File: config.mk
export PLATFORM = sky130hd
export DESIGN_NAME = uart_rx_errchk
export DESIGN_NICKNAME = d
export VERILOG_FILES = /design/src/rtl/uart_rxerr_pkg.sv /design/src/rtl/rxerr_classify.sv /design/src/rtl/rxerr_brk_trk.sv /design/src/rtl/rxerr_chg_flag.sv /design/src/rtl/uart_rx_errchk.sv
export SDC_FILE = /design/constraint.sdc
export NUM_CORES = 1
export LEC_CHECK = 0
export BUFFER_PORTS_ARGS = -buffer_cell sky130_fd_sc_hd__buf_2
export CAP_MARGIN = 10
export CORE_UTILIZATION = 35
export CTS_CLUSTER_SIZE = 16
export DETAILED_ROUTE_END_ITERATION = 16
export PLACE_DENSITY = 0.67
export SYNTH_ARGS = -nofsm -noshare
export SYNTH_HDL_FRONTEND = slang
export SYNTH_SLANG_ARGS = --single-unit
File: constraint.sdc
create_clock -name clk -period 1.6 [get_ports clk]
set_input_delay 0.4 -clock clk [delete_from_list [all_inputs] [get_ports clk]]
set_output_delay 0.4 -clock clk [all_outputs]
set_load 0.02 [all_outputs]
File: src/rtl/uart_rxerr_pkg.sv
package uart_rxerr_pkg;
  typedef enum logic [1:0] {
    PAR_NONE0 = 2'b00,
    PAR_EVEN  = 2'b01,
    PAR_ODD   = 2'b10,
    PAR_NONE3 = 2'b11
  } par_mode_e;

  typedef struct packed {
    logic fe;
    logic pe;
    logic rb;
  } char_stat_t;
endpackage

File: src/rtl/rxerr_classify.sv
module rxerr_classify
  import uart_rxerr_pkg::*;
#(
  parameter int DATA_W = 8
) (
  input  logic [DATA_W-1:0] data,
  input  logic              par_bit,
  input  logic              stop_bit,
  input  logic [1:0]        par_mode,
  output logic              is_break,
  output char_stat_t        stat
);
  logic par_en;
  logic par_used;
  logic char_zero;
  logic par_expect;

  always_comb begin
    par_en     = (par_mode == PAR_EVEN) || (par_mode == PAR_ODD);
    par_used   = par_en & par_bit;
    char_zero  = (data == '0) && !par_used;
    par_expect = (par_mode == PAR_EVEN) ? (^data) : ~(^data);
    is_break   = char_zero && !stop_bit;
    stat.rb    = is_break;
    stat.fe    = !stop_bit && !char_zero;
    stat.pe    = par_en && !is_break && (par_bit != par_expect);
  end


  fe_rb_excl_chk: assert final (!(stat.fe && stat.rb));

  no_par_quiet_chk: assert final (par_en || !stat.pe);
endmodule

File: src/rtl/rxerr_brk_trk.sv
module rxerr_brk_trk #(
  parameter int END_TICKS = 2
) (
  input  logic clk,
  input  logic rst_n,
  input  logic brk_start,
  input  logic rxd,
  input  logic bit_tick,
  output logic brk_active,
  output logic brk_end
);
  localparam int CNT_W = $clog2(END_TICKS + 1);
  localparam logic [CNT_W-1:0] LAST = CNT_W'(END_TICKS - 1);

  logic             act_q, act_d;
  logic [CNT_W-1:0] cnt_q, cnt_d;

  always_comb begin
    act_d   = act_q;
    cnt_d   = cnt_q;
    brk_end = 1'b0;
    if (!act_q) begin
      cnt_d = '0;
      if (brk_start) act_d = 1'b1;
    end else if (bit_tick) begin
      if (!rxd) begin
        cnt_d = '0;
      end else if (cnt_q == LAST) begin
        act_d   = 1'b0;
        cnt_d   = '0;
        brk_end = 1'b1;
      end else begin
        cnt_d = cnt_q + 1'b1;
      end
    end
  end

  always_ff @(posedge clk or negedge rst_n) begin
    if (!rst_n) begin
      act_q <= 1'b0;
      cnt_q <= '0;
    end else begin
      act_q <= act_d;
      cnt_q <= cnt_d;
    end
  end

  assign brk_active = act_q;


  brk_end_high_chk: assert property (@(posedge clk) disable iff (!rst_n)
    $fell(act_q) |-> $past(rxd) && $past(bit_tick));

  cnt_bound_chk: assert property (@(posedge clk) disable iff (!rst_n)
    cnt_q <= LAST);
endmodule

File: src/rtl/rxerr_chg_flag.sv
module rxerr_chg_flag (
  input  logic clk,
  input  logic rst_n,
  input  logic set_ev,
  input  logic clr_cmd,
  output logic flag
);
  logic flag_q, flag_d;

  always_comb begin
    flag_d = flag_q;
    if (set_ev)       flag_d = 1'b1;
    else if (clr_cmd) flag_d = 1'b0;
  end

  always_ff @(posedge clk or negedge rst_n) begin
    if (!rst_n) flag_q <= 1'b0;
    else        flag_q <= flag_d;
  end

  assign flag = flag_q;


  clr_wins_alone_chk: assert property (@(posedge clk) disable iff (!rst_n)
    clr_cmd && !set_ev |=> !flag_q);

  set_wins_chk: assert property (@(posedge clk) disable iff (!rst_n)
    set_ev |=> flag_q);
endmodule

File: src/rtl/uart_rx_errchk.sv
module uart_rx_errchk
  import uart_rxerr_pkg::*;
#(
  parameter int DATA_W    = 8,
  parameter int END_TICKS = 2
) (
  input  logic              clk,
  input  logic              rst_n,
  input  logic              char_done,
  input  logic [DATA_W-1:0] char_data,
  input  logic              par_bit,
  input  logic              stop_bit,
  input  logic [1:0]        par_mode,
  input  logic              rxd,
  input  logic              bit_tick,
  input  logic              err_clr,
  output logic              out_valid,
  output logic [DATA_W-1:0] out_data,
  output logic              out_fe,
  output logic              out_pe,
  output logic              out_rb,
  output logic              brk_chg
);
  logic       is_break;
  char_stat_t stat;
  logic       brk_active;
  logic       brk_end;
  logic       accept;
  logic       brk_start;

  rxerr_classify #(.DATA_W(DATA_W)) u_cls (
    .data     (char_data),
    .par_bit  (par_bit),
    .stop_bit (stop_bit),
    .par_mode (par_mode),
    .is_break (is_break),
    .stat     (stat)
  );

  assign accept    = char_done && !brk_active;
  assign brk_start = accept && is_break;

  rxerr_brk_trk #(.END_TICKS(END_TICKS)) u_brk (
    .clk        (clk),
    .rst_n      (rst_n),
    .brk_start  (brk_start),
    .rxd        (rxd),
    .bit_tick   (bit_tick),
    .brk_active (brk_active),
    .brk_end    (brk_end)
  );

  rxerr_chg_flag u_chg (
    .clk     (clk),
    .rst_n   (rst_n),
    .set_ev  (brk_start || brk_end),
    .clr_cmd (err_clr),
    .flag    (brk_chg)
  );

  logic              vld_q, vld_d;
  logic [DATA_W-1:0] dat_q, dat_d;
  char_stat_t        st_q, st_d;

  always_comb begin
    vld_d = accept;
    dat_d = dat_q;
    st_d  = '0;
    if (accept) begin
      dat_d = char_data;
      st_d  = stat;
    end
  end

  always_ff @(posedge clk or negedge rst_n) begin
    if (!rst_n) begin
      vld_q <= 1'b0;
      dat_q <= '0;
      st_q  <= '0;
    end else begin
      vld_q <= vld_d;
      dat_q <= dat_d;
      st_q  <= st_d;
    end
  end

  assign out_valid = vld_q;
  assign out_data  = dat_q;
  assign out_fe    = st_q.fe;
  assign out_pe    = st_q.pe;
  assign out_rb    = st_q.rb;


  no_char_in_brk_chk: assert property (@(posedge clk) disable iff (!rst_n)
    brk_active && char_done |=> !out_valid);

  brk_open_chg_chk: assert property (@(posedge clk) disable iff (!rst_n)
    $rose(brk_active) |-> brk_chg && out_rb && out_valid);

  brk_close_chg_chk: assert property (@(posedge clk) disable iff (!rst_n)
    $fell(brk_active) |-> brk_chg && !out_valid);

  flags_need_valid_chk: assert property (@(posedge clk) disable iff (!rst_n)
    !out_valid |-> !(out_fe || out_pe || out_rb));
endmodule

# Yosys cells after proc, flatten, opt, wreduce, memory -nomap -nowiden
# Cells that the tools add are included.
totals:
  rom_bits: 0
  mem_bits_rw: 0
  word_cells: 50
  latch_bits: 0
  memories: 0
  inputBits: 18
  reg_bits: 16
op_classes:
  add_sub_neg: 1
  reduce_logical: 17
  bitwise_logic: 2
  magnitude_cmp: 0
  eq_ne: 5
  mul: 0
  div_mod_pow: 0
  shifts: 0
  muxes: 17
ops:
  columns: ["operator", "n"]
  rows:
  - ["1-bit two-way mux", 12]
  - ["8-bit logical NOT", 1]
  - ["2-bit two-way mux", 4]
  - ["8-bit parity", 1]
  - ["1-bit logical AND", 7]
  - ["1-bit logical NOT", 5]
  - ["2-bit by 1-bit == test with 1-bit output (second input constant)", 2]
  - ["3-bit two-way mux", 1]
  - ["2-bit by 1-bit adder with 2-bit output (second input constant)", 1]
  - ["2-bit == test (second input constant)", 1]
  - ["1-bit logical OR", 2]
  - ["2-bit != test (second input constant)", 1]
  - ["2-bit nonzero test", 1]
  - ["1-bit AND", 1]
  - ["1-bit != test", 1]
  - ["1-bit inverter", 1]

# Depth between registers and ports, before layout
# Gate-level depths: netlist (run 1).
logic_depth:
  depth_word: 10
  mapped_depth: 5
  ltp_nobuf: 5

# Modules after synthesis
# A second synthesis (run 1) with hierarchy kept.
unflattened:
  hier_cells: 69
  hier_area_um2: 859.6
modules_own_cells:
  columns: ["mod", "n_inst", "area_each_um2", "cells_per_inst", "seq_area_each_um2"]
  rows:
  - ["uart_rx_errchk", 1, 481.7, 28, 300.3]
  - ["rxerr_classify", 1, 195.2, 25, 0.0]
  - ["rxerr_brk_trk", 1, 146.4, 13, 75.1]
  - ["rxerr_chg_flag", 1, 36.3, 3, 25.0]

# Least setup slack after synthesis (run 1)
# Ideal clock, no wire load.
synth_path:
  path_kind: "input to register"
  start: "input port char_data[2]"
  end: "register st_q (netlist bit out_pe)"
  path_slack_ns: 0.119
  arrival_ns: 1.385
  setup_time_ns: 0.096
  stages: 5
  path_cell_list: "inv_1 > ha_1 > xnor2_1 > xnor3_1 > nor4_2"
synth_rtl:
  columns: ["item", "line_no", "rtl"]
  rows:
  - ["from (decl)", "uart_rx_errchk.sv:10", "input logic [DATA_W-1:0] char_data,"]
  - ["to (signal assigned)", "uart_rx_errchk.sv:83", "st_q <= st_d;"]
  - ["to (decl)", "uart_rx_errchk.sv:63", "char_stat_t st_q, st_d;"]

==> impl.org, run 1 <==
** STA
- The worst path in the final design needs a cycle of 1.31 ns, including I/O delays and setup.
- Final hold analysis gives a worst-case slack of 0.0137 ns.
- Post-route clock period utilization :: between 80% and 90%
- Setup violations remaining at the end of the flow were counted as 0.
- RSZ-0062 raised after global routing :: false
- Final count of hold timing violations :: 0
- The worst pin sits at a relative slew slack of approximately 76%.
- Clock Skew :: 0.00473 ns
- The number of max-slew violations in the final report is 0.
- Worst Max-Slew Pin Slew :: 0.358 ns
- For the final routed database, the setup TNS stands at 0 ns.
- For this run, the top clock speed supported by timing is 0.765 GHz.

** Cells and area
- Signed area change from the synthesized netlist to the final layout :: 24.1%
- Number of diodes :: 0
- Nets@finish :: around 130
- Of the cells placed in the final design, the portion with a size suffix greater than 1 is 35.6%.
- Excluding fillers, the count of instances in the completed layout stands at between 100 and 150.
- Post-Layout Inst Area :: just under 1000 um^2

** CTS
- Gates resized during post-CTS repair numbered 0.
- Total CTS buffers :: 3
- TritonCTS clock tree :: yes
- The longest clock path from root to sink contains 2 buffers.
- Clock Root Buffer :: sky130_fd_sc_hd__clkbuf_4
- CTS built an H-tree with a depth of 1.
- Setup bufs post-CTS :: 0
- Clock-pin slew was measured on the worst setup and hold paths at roughly 0.09 ns.
- Hold-fix buffers at CTS :: 0
- Insertion delay of the later-clocked pin in the worst-skew pair :: roughly 0.28 ns
- The tree built by TritonCTS fans out to 16 sinks.

** Synth
- Synthesized net count :: between 90 and 100
- Yosys attributes the largest share of cell area to sky130_fd_sc_hd__dfrtp_1 51%, sky130_fd_sc_hd__ha_1 7.9%, sky130_fd_sc_hd__inv_1 5.7%.
- The largest total area in the synthesized netlist belongs to sky130_fd_sc_hd__dfrtp_1.
- Mapped Cells :: 73
- Number of distinct library cells after synthesis :: 23
- The synthesized design devotes to its leading area cell type 50.8% of total area.
- Synthesis warning total :: 0
- Mapped Area :: slightly below 800 um^2
- Post-Synthesis Mean Instance Area :: approximately 11 um^2
- Number of flip-flops and latches in the synthesized netlist :: 16
- Register area share after synthesis :: 50.8%

** Floorplan
- The floorplan step set the die width to just under 50 um.
- The region available for standard cell placement spans 2040 um^2.
- Number of placement rows :: 16
- In this run the count of I/O pins placed on the die edge is 31.
- Vertical extent of the die :: approximately 50 um
- The initial utilization of the core area, before any placement, comes to 38.6%.
- Die area :: about 2400 um^2

** Drt
- After detailed routing, the number of remaining DRC violations is 0.
- In the final routed layout, each cell accounts on average for 10.2 um.
- Total wire length :: ~1.3 mm
- DRT Pass-1 Iters :: 3
- Ratio of routed vias to standard cells :: 4.44
- The detail route stage leaves a number of antenna-violating nets equal to 0.
- DR iter-0 viols :: 9
- Via count :: slightly below 600

** Place
- Cell area reported after detailed placement :: about 960 um^2
- Placed cell count :: around 130
- I/O Buffers :: 30
- Gpl congestion :: 0.693
- The wire-length estimate of the detail-placed layout is 1.08 mm.

** Setup path
- Of all nets on the critical path, the largest fanout is 2.
- Crit path max-delay cell type :: sky130_fd_sc_hd__xnor3_1
- Together, buffers and inverters on the worst path number 2.
- CP Class :: in2reg
- The cell family contributing the most delay on the critical path is XOR/XNOR gates.
- For this run, the slowest stage of the critical path takes 0.42 ns.
- Worst EP required :: between 1.5 and 2 ns
- Cells on worst reg2reg path :: 3
- STA classifies the critical path startpoint as a primary input.
- Cell count along the critical path :: 6
- Cell-by-cell listing of the critical path :: buf_2, inv_1, ha_1, xnor2_1, xnor3_1, nor4_2
- Crit end category :: flop
- STA puts the critical path data arrival time at 1.51 ns.

** Power and ir drop
- Power density of the placed cells :: 860 nW/um^2
- Registers are responsible for a little over half of the overall power.
- Net switching is 28.2% of the power.
- In this run the static leakage power is 0.546 nW.
- The clock network burns between 20% and 30% of the power.
- Per report_power, the combinational group accounts for between 20% and 30% of the total.
- The internal power of the cells totals 0.000604 W.
- Total power consumption of the routed design :: around 0.00084 W
- Switching power total :: around 0.00024 W
- Worst vdd rail ir drop :: 458 uV

** GRT
- Entering global routing, the biggest net connects 21 pins.
- Wire length of the first global-routing pass :: 2.24 mm
- Global routing consumed, over all layers together, 12.3% of the routing resources.
- The via count of the first global-routing pass is around 520.
- Summed over all layers, the global routing overflow is 0.
- The initial antenna violation count was 0.

** Run status
- The flow ran to the end, and the final reports show no timing, DRC or antenna violations.

** Flow run
- Number of violations of the max-capacitance limit :: 0

** Min path
- Worst min-delay path category :: in2async
kinds of logic after synthesis:
| kind of cell | share of synthesized area (%) |
|---|---|
| AO/OA/AOI/OAI | 8.41 |
| flip-flops | 50.8 |
| AND/OR/NAND/NOR | 17.9 |
| XOR/XNOR | 7.14 |
| buffers and inverters | 7.78 |
| adder cells (fa/ha/maj) | 7.94 |
cell type report:
type                            count  area, um^2
Sequential cell                    16         400
Inverter                           12        45.0
Timing Repair Buffer               30         150
Fill cell                         219        1060
Clock buffer                        3        22.5
Tap cell                           27        33.8
Multi-Input combinational cell     43         327
cell usage in the layout, fill, tap and decap left out, drive strengths merged:
cell	n
o21ai	8
a21oi	2
nor3	2
xnor3	1
inv	12
nand4b	1
and2b	1
a211o	1
xnor2	3
nand4	1
dfrtp	16
nor4	2
nand2	9
nand3b	1
a21o	1
ha	5
clkbuf	3
buf	30
nor2	2
nand2b	3
worst paths after layout:
path | startpoint | slack (ns) | endpoint
worst max-delay path | char_data[2] | 0.29 | out_pe
worst min-delay path | rst_n | 0.01 | out_pe
worst max register to register | u_brk.brk_active | 0.40 | u_chg.flag
worst min register to register | out_data[3] | 0.48 | out_data[3]
max in group asynchronous | rst_n | 1.32 | out_valid
min in group clk | bit_tick | 0.33 | u_brk.cnt_q[1]
power groups by stage:
stage	clock network [W]	logic, W	registers (W)
6_report	0.000209	0.000191	0.000441
5_1_grt	0.000237	0.000210	0.000445
4_1_cts	0.000220	0.000194	0.000442
3_5_place_dp	0	0.000194	0.000450
3_3_place_gp	0	0.000191	0.000448
2_1_floorplan	0	0.0000942	0.000482
through the flow:
| stage | util [%] | setup WS [ns] |
|---|---|---|
| finish | 47.9 | 0.292 |
| global route | 47.9 | 0.230 |
| CTS | 47.9 | 0.287 |
| detailed placement | 46.8 | -0.00634 |
| global placement | 46.8 | 0.00824 |
| floorplan | - | 0.119 |
flip-flops by register name, summed over array words and instances, names as in the netlist:
register / count
out_data: 8
out_pe: 1
u_chg.flag: 1
out_rb: 1
out_fe: 1
u_brk.brk_active: 1
u_brk.cnt_q: 2
out_valid: 1
per-layer routing:
metal  vias up  global-route usage (%)  share of wire [%]
li1        299                       -                  -
met1       267                    16.3                 47
met2        14                    18.3                 48
met3         2                    1.85                2.8
met4         0                    8.57                1.6
met5         -                       0                  0
cells in the mapped netlist:
cell type and n:
sky130_fd_sc_hd__nand3b_1 1, sky130_fd_sc_hd__dfrtp_1 16, sky130_fd_sc_hd__nor3_1 2, sky130_fd_sc_hd__and2b_1 1, sky130_fd_sc_hd__ha_1 5, sky130_fd_sc_hd__nor4_4 1
sky130_fd_sc_hd__a21o_1 1, sky130_fd_sc_hd__nand2b_4 1, sky130_fd_sc_hd__nor2_1 2, sky130_fd_sc_hd__xnor2_2 1, sky130_fd_sc_hd__buf_2 1, sky130_fd_sc_hd__o21ai_0 8
sky130_fd_sc_hd__nand4_1 1, sky130_fd_sc_hd__inv_1 12, sky130_fd_sc_hd__xnor2_1 2, sky130_fd_sc_hd__buf_6 1, sky130_fd_sc_hd__a211o_1 1, sky130_fd_sc_hd__a21oi_1 2
sky130_fd_sc_hd__nand2_1 9, sky130_fd_sc_hd__xnor3_1 1, sky130_fd_sc_hd__nor4_2 1, sky130_fd_sc_hd__nand4b_1 1, sky130_fd_sc_hd__nand2b_1 2
Note: power is estimated with default switching activity, not from simulation.
==> run 2: changes to the inputs <==
==> constraint.sdc (replaced) <==
create_clock -name clk -period 1.3 [get_ports clk]
set_input_delay 0.325 -clock clk [delete_from_list [all_inputs] [get_ports clk]]
set_output_delay 0.325 -clock clk [all_outputs]
set_load 0.02 [all_outputs]
==> impl.org, run 2 (synthesis results as in run 1) <==
** Cells and area
- Commonest non-fill, non-tap cells in the layout :: 30 x sky130_fd_sc_hd__buf_2, 16 x sky130_fd_sc_hd__dfrtp_1, 12 x sky130_fd_sc_hd__inv_1, 9 x sky130_fd_sc_hd__nand2_1, 8 x sky130_fd_sc_hd__o21ai_0
- Final Core Density :: between 40% and 50%
- The library cell used most frequently in the layout, excluding fill and tap cells, is sky130_fd_sc_hd__buf_2.
- Signed area change from the synthesized netlist to the final layout :: 27.5%
- Number of diodes :: 0
- Nets@finish :: ~130
- Layout cell share with drive strength beyond 1 :: ~37%
- Non-filler cells in the finished layout :: 134
- The register with the most flip-flops in the layout has 8 of them.

** Drt
- Wires add up to roughly 1.5 mm.
- Final routed DRC violation total :: 0
- Remaining antenna violation count :: 0
- Via count :: 583
- For this run, the detailed router's first-pass iteration total came to 1.
- Ratio of routed vias to standard cells :: about 4.4
- DR iter-0 viols :: 0
- In the final routed layout, each cell accounts on average for ~11 um.

** CTS
- Gates resized, CTS repair :: 0
- For the worst-skew pair, the clock arrives at the later sink with an insertion delay of approximately 0.27 ns.
- Clock-pin slew was measured on the worst setup and hold paths at 0.08 ns.
- CTS placed an instance of sky130_fd_sc_hd__clkbuf_4 at the clock tree root.
- CTS built an H-tree with a depth of 1.
- TritonCTS created 3 clock buffers.
- TritonCTS built the clock tree.
- Clock Path Buffers :: 2
- Buffers added to address setup during post-CTS repair amount to 0.
- Hold-fix buffers at CTS :: 1
- Clock sink count :: 16

** Power and ir drop
- Net switching is about 28% of the power.
- The internal portion of the total power is approximately 0.00075 W.
- Worst vdd rail ir drop :: ~500 uV
- Part of the power in the clock network :: between 20% and 30%
- Reported leakage power :: roughly 0.56 nW
- For this design the ratio of total power to cell area is between 1000 and 1500 nW/um^2.
- Switching power total :: 0.000285 W
- Sequential cell fraction of total power :: roughly 53%
- Combinational power share :: between 20% and 30%

** Min path
- Worst Hold Path Cells :: 2
- Worst Hold End :: u_brk.cnt_q[1]
- The startpoint identified for the worst hold timing path is bit_tick.
- Worst min-delay path category :: in2reg

** Setup path
- The worst register-to-register path has a setup slack of ~0.18 ns.
- Crit path max-delay cell type :: sky130_fd_sc_hd__xnor3_1
- Cells on worst reg2reg path :: 3
- Crit-path max FO :: 2
- Worst EP required :: between 1 and 1.5 ns
- The critical path goes through buf_2, inv_1, ha_1, xnor2_2, xnor3_1, nor4_2.
- At the worst endpoint, the arrival time is ~1.4 ns.
- The critical path is of the in2reg type.
- Crit end category :: flop
- The worst register-to-register path begins at u_brk.brk_active.
- Kind of start point of the critical path :: primary input
- Delay contributed by the slowest stage of the critical path :: 0.33 ns
- Reg-to-Reg End :: u_chg.flag

** Place
- Gpl congestion :: about 0.78
- Hpwl dp :: 1.21 mm
- Placed cell count :: 130
- The count of buffers added on input and output ports is 30.

** STA
- The worst pin sits at a relative slew slack of between 70% and 80%.
- At the pin with the least slew margin, the transition time is between 0.3 and 0.4 ns.
- Post-route clock period utilization :: 95.5%
- The number of max-slew violations in the final report was 0.
- Final count of hold timing violations :: 0
- RSZ-0062 raised after global routing :: false
- Based on the critical path, the design can be clocked at up to ~0.8 GHz.
- Shortest period the worst path allows :: roughly 1.2 ns
- For the final database, setup skew stands at 0.00532 ns.
- Setup-failing EPs final :: 0

** Floorplan
- Die X-Extent :: between 40 and 50 um
- The initial utilization of the core area, before any placement, comes to about two fifths.
- Measured along the y axis, the die boundary spans roughly 50 um.
- The floorplan step defined a die boundary enclosing 2450 um^2.
- Row generation in the floorplan step produced 16 rows.
- The total area inside the core boundary comes to 2040 um^2.
- Io pins :: 31

** GRT
- Maximum number of pins on one net before global-route repair :: 18
- Number of antenna violations at the first check in global routing :: 0
- For this run, the total global-route usage over all layers was measured as 13.4%.
- The via count of the first global-routing pass was roughly 560.
- Wire length of the first global-routing pass :: between 2 and 2.5 mm
- Global routing finished with a remaining overflow of 0.

** Run status
- Status :: finished, final reports clean

** Flow run
- Number of violations of the max-capacitance limit :: 0
## run 2: cell types whose count changed in the layout (fill, tap and decap cells not counted), sizes merged
cell         before  now
buf              30   32
dlygate4sd3       0    1
## run 2: area by class of cell
class | instances | area [um^2]
fillers | 200 | 1040
clock buffers | 3 | 22.5
repair buffers | 33 | 175
well taps | 27 | 33.8
multi-input cells | 43 | 328
flip-flops and latches | 16 | 400
inverters | 12 | 45.0
## run 2: routing by layer
| metal | GRT usage (%) | wire length [um] |
|---|---|---|
| met5 | 0 | 0 |
| met4 | 7.14 | 14 |
| met3 | 1.23 | 63 |
| met2 | 22.4 | 770 |
| met1 | 17.0 | 675 |
## run 2: how the worst max path moves through the flow
stage               cells past startpoint         start  slack (ns)      to
finish                                  6  char_data[6]        0.06  out_pe
global placement                        6  char_data[6]       -0.21  out_pe
global route                            6  char_data[6]        0.02  out_pe
CTS                                     6  char_data[6]        0.07  out_pe
detailed placement                      6  char_data[6]       -0.22  out_pe
floorplan                               5  char_data[4]       -0.09  out_pe
## run 2: critical path, delay by kind of cell
| kind | cells | cell delay (ns) |
|---|---|---|
| simple gates | 1 | 0.13 |
| xor+xnor | 2 | 0.51 |
| buf+inv | 2 | 0.13 |
| fa+ha+maj | 1 | 0.32 |
## run 2: power groups by stage
stage / clock network (W) / registers (W) / logic (W)
3_5_place_dp: 0 / 0.000554 / 0.000243
6_report: 0.000246 / 0.000544 / 0.000243
2_1_floorplan: 0 / 0.000593 / 0.000114
5_1_grt: 0.000284 / 0.000548 / 0.000268
4_1_cts: 0.000256 / 0.000545 / 0.000247
3_3_place_gp: 0 / 0.000553 / 0.000239
## run 2: per-stage QoR
step                setup WS, ns  total power, W  setup TNS, ns  hold WS [ns]  area (um^2)
finish                    0.0589         0.00103              0         0.249         1000
global placement          -0.215        0.000793         -0.357         0.252          972
global route              0.0211         0.00110              0         0.245         1000
floorplan                -0.0882        0.000707        -0.0882        0.0294          790
detailed placement        -0.223        0.000797         -0.436         0.254          972
CTS                       0.0690         0.00105              0         0.241         1000
==> run 3: changes to the inputs <==
--- a/config.mk
+++ b/config.mk
@@ -7,10 +7,11 @@
 export LEC_CHECK = 0
 export BUFFER_PORTS_ARGS = -buffer_cell sky130_fd_sc_hd__buf_2
 export CAP_MARGIN = 10
+export CORE_MARGIN = 1.5
 export CORE_UTILIZATION = 35
 export CTS_CLUSTER_SIZE = 16
 export DETAILED_ROUTE_END_ITERATION = 16
-export PLACE_DENSITY = 0.67
+export PLACE_DENSITY = 0.69
 export SYNTH_ARGS = -nofsm -noshare
 export SYNTH_HDL_FRONTEND = slang
 export SYNTH_SLANG_ARGS = --single-unit
==> constraint.sdc (replaced) <==
create_clock -name clk -period 1.1 [get_ports clk]
set_input_delay 0.275 -clock clk [delete_from_list [all_inputs] [get_ports clk]]
set_output_delay 0.275 -clock clk [all_outputs]
set_load 0.02 [all_outputs]
==> impl.org, run 3 (synthesis results as in run 1) <==
** Setup path
- Along the worst path, the maximum fanout reaches 2.
- For this run, the slowest stage of the critical path takes about 0.4 ns.
- Kind of start point of the critical path :: primary input
- Worst EP required :: roughly 1.3 ns
- Cell family with most CP delay :: XOR/XNOR gates
- On the critical path, the stage with the largest delay is an instance of sky130_fd_sc_hd__xnor3_1.
- Traced cell by cell, the critical path runs through buf_2, inv_1, ha_1, xnor2_1, xnor3_1, nor4_2.
- The worst setup path is of the in2reg kind.
- Worst setup slack for register-to-register paths :: about 0.050 ns
- Buffers and inverters on the worst path :: 2
- Crit end category :: flop
- Data arrives at the worst endpoint at between 1 and 1.5 ns.

** Place
- In this run the cell area measured after placement is slightly below 1000 um^2.
- The congestion estimate from routability-driven global placement came to ~0.73.
- Once detailed placement completed, the half-perimeter wirelength came to 1.14 mm.
- The count of buffers added on input and output ports is 30.
- Placement-stage worst setup slack :: -0.385 ns

** Floorplan
- Number of placement rows :: 16
- The floorplan step defined a core boundary enclosing ~2000 um^2.
- Die area :: 2550 um^2
- Io pins :: 31
- The die is between 50 and 60 um tall.
- For this configuration, the core starts out at a cell density of between 30% and 40%.
- Die X-Extent :: 50.5 um

** STA
- Clock skew on the completed layout was measured at between 0.002 and 0.0025 ns.
- After layout, the worst setup slack is -0.110 ns.
- Shortest period the worst path allows :: around 1.2 ns
- Number of max-slew violations in the final report :: 0
- The hold violation count in the final report is 0.
- Derived from the worst setup path, the maximum achievable clock frequency is between 0.8 and 0.9 GHz.
- RSZ-0062 raised after global routing :: true
- Setup-failing EPs final :: 1
- At the pin with the least slew margin, the transition time is about 0.37 ns.
- Slew HR :: around 75%
- The final critical path takes up 110% of the cycle.

** Cells and area
- The layout has 189 filler cells.
- The library cell used most frequently in the layout, excluding fill and tap cells, is sky130_fd_sc_hd__buf_2.
- In the final design database the tool counted around 140 nets.
- In the final layout, flip-flops and latches occupy 400 um^2.
- The number of antenna diodes in the final layout is 0.
- The register with the most flip-flops in the layout has 8 of them.
- Of the cells placed in the final design, the portion with a size suffix greater than 1 is between 40% and 50%.
- From synthesis to final layout, the design area changed by 43.3%.
- Post-Layout Inst Area :: roughly 1100 um^2
- Commonest non-fill, non-tap cells in the layout :: 19 x sky130_fd_sc_hd__buf_2, 16 x sky130_fd_sc_hd__dfrtp_1, 12 x sky130_fd_sc_hd__inv_1, 11 x sky130_fd_sc_hd__buf_6, 9 x sky130_fd_sc_hd__nand2_1
- In the final layout, the multi-input gates occupy ~330 um^2.

** CTS
- Total CTS buffers :: 3
- CTS saw 16 sinks.
- TritonCTS clock tree :: yes
- Insertion delay of the later-clocked pin in the worst-skew pair :: between 0.2 and 0.3 ns
- Reg clk slew, reported paths :: roughly 0.10 ns
- Number of H-tree branching levels :: 1
- Clock tree synthesis selected as its root buffer the cell sky130_fd_sc_hd__clkbuf_4.
- Counting along the longest clock path gives a buffer depth of 2.

** Drt
- Total wire length :: 1.48 mm
- Via count :: around 600
- Remaining antenna violation count :: 0
- Routed wire per std cell :: 10.7 um
- Final routed DRC violation total :: 0
- Dividing the detail-routed via count by the number of cells gives between 4 and 5.
- The detailed router finished its first iteration with 5 violations.
- DRT Pass-1 Iters :: 2

** Power and ir drop
- Worst vdd rail ir drop :: between 600 and 700 uV
- Registers are responsible for between 40 and 50% of the overall power.
- For this design the ratio of total power to cell area is ~1200 nW/um^2.
- The clock network burns roughly 28% of the power.
- Total internal power :: ~0.0010 W
- Total power for the finished layout comes to about 0.0014 W.
- Share of total power consumed by net switching :: between 20% and 30%
- Of the total power, combinational logic draws between 20% and 30%.
- Switching power total :: about 0.00036 W
- Reported leakage power :: between 0.6 and 0.7 nW

** GRT
- Overall routing resource usage :: around 13%
- The via count of the first global-routing pass was 611.
- The total overflow left after global routing is 0.
- Number of antenna violations at the first check in global routing :: 0
- Wire length of the first global-routing pass :: 2.43 mm
- Entering global routing, the biggest net connects 20 pins.

** Run status
- The run finished, with violations left.
- The final reports fail on negative setup slack.

** Flow run
- Max-cap violations in this run came to 0.

** Min path
- In this run the worst hold path is classified as in2reg.
[run 3: changes by cell type in the layout (fill, tap and decap cells not counted)]
cell,before,now
sky130_fd_sc_hd__buf_6,0,11
sky130_fd_sc_hd__buf_12,0,1
sky130_fd_sc_hd__buf_2,30,19
sky130_fd_sc_hd__clkbuf_8,0,1
sky130_fd_sc_hd__buf_4,2,5
[run 3: what timing repair did]
action	CTS	global route
hold endpoints to repair	16	0
buffers inserted	1	2
hold buffers	1	0
cloned	0	0
setup endpoints to repair	10	12
resized for setup	18	4
[run 3: power groups by stage]
stage | Clock, W | Sequential [W] | Combinational, W
2_1_floorplan | 0 | 0.000700 | 0.000135
3_3_place_gp | 0 | 0.000653 | 0.000290
3_5_place_dp | 0 | 0.000652 | 0.000296
4_1_cts | 0.000401 | 0.000647 | 0.000335
5_1_grt | 0.000415 | 0.000652 | 0.000380
6_report | 0.000384 | 0.000649 | 0.000349
[run 3: final cells by class]
| type | count | share of cell area (%) |
|---|---|---|
| tap | 27 | 2.99 |
| timing repair buffer | 37 | 25.4 |
| inverter | 12 | 3.99 |
| clock buffer | 4 | 3.21 |
| multi-input combinational | 43 | 29.0 |
| sequential | 16 | 35.4 |
[run 3: metrics by stage]
stage                     std cells  utilization [%]  hold WS [ns]  setup TNS, ns
final                           139             55.3         0.190         -0.110
after global routing            139             55.3         0.187         -0.303
after CTS                       137             54.0         0.182         -0.135
after detailed placement        131             48.6         0.210          -1.08
after global placement          131             48.6         0.204          -1.00
after floorplan                  73                -       -0.0206         -0.427
[run 3: final timing paths]
check	endpoint	depth (start not counted)	startpoint
max in group asynchronous	out_data[7]	2	rst_n
min	u_brk.cnt_q[1]	2	bit_tick
max	out_pe	6	char_data[4]
min reg2reg	out_data[1]	2	out_data[1]
min in group asynchronous	out_rb	2	rst_n
max reg2reg	u_chg.flag	3	u_brk.brk_active
[run 3: routing by layer]
layer,GRT usage (%),share of wire [%]
met5,0,0
met4,7.66,1.3
met3,2.68,3.4
met2,20.8,50
met1,14.9,45
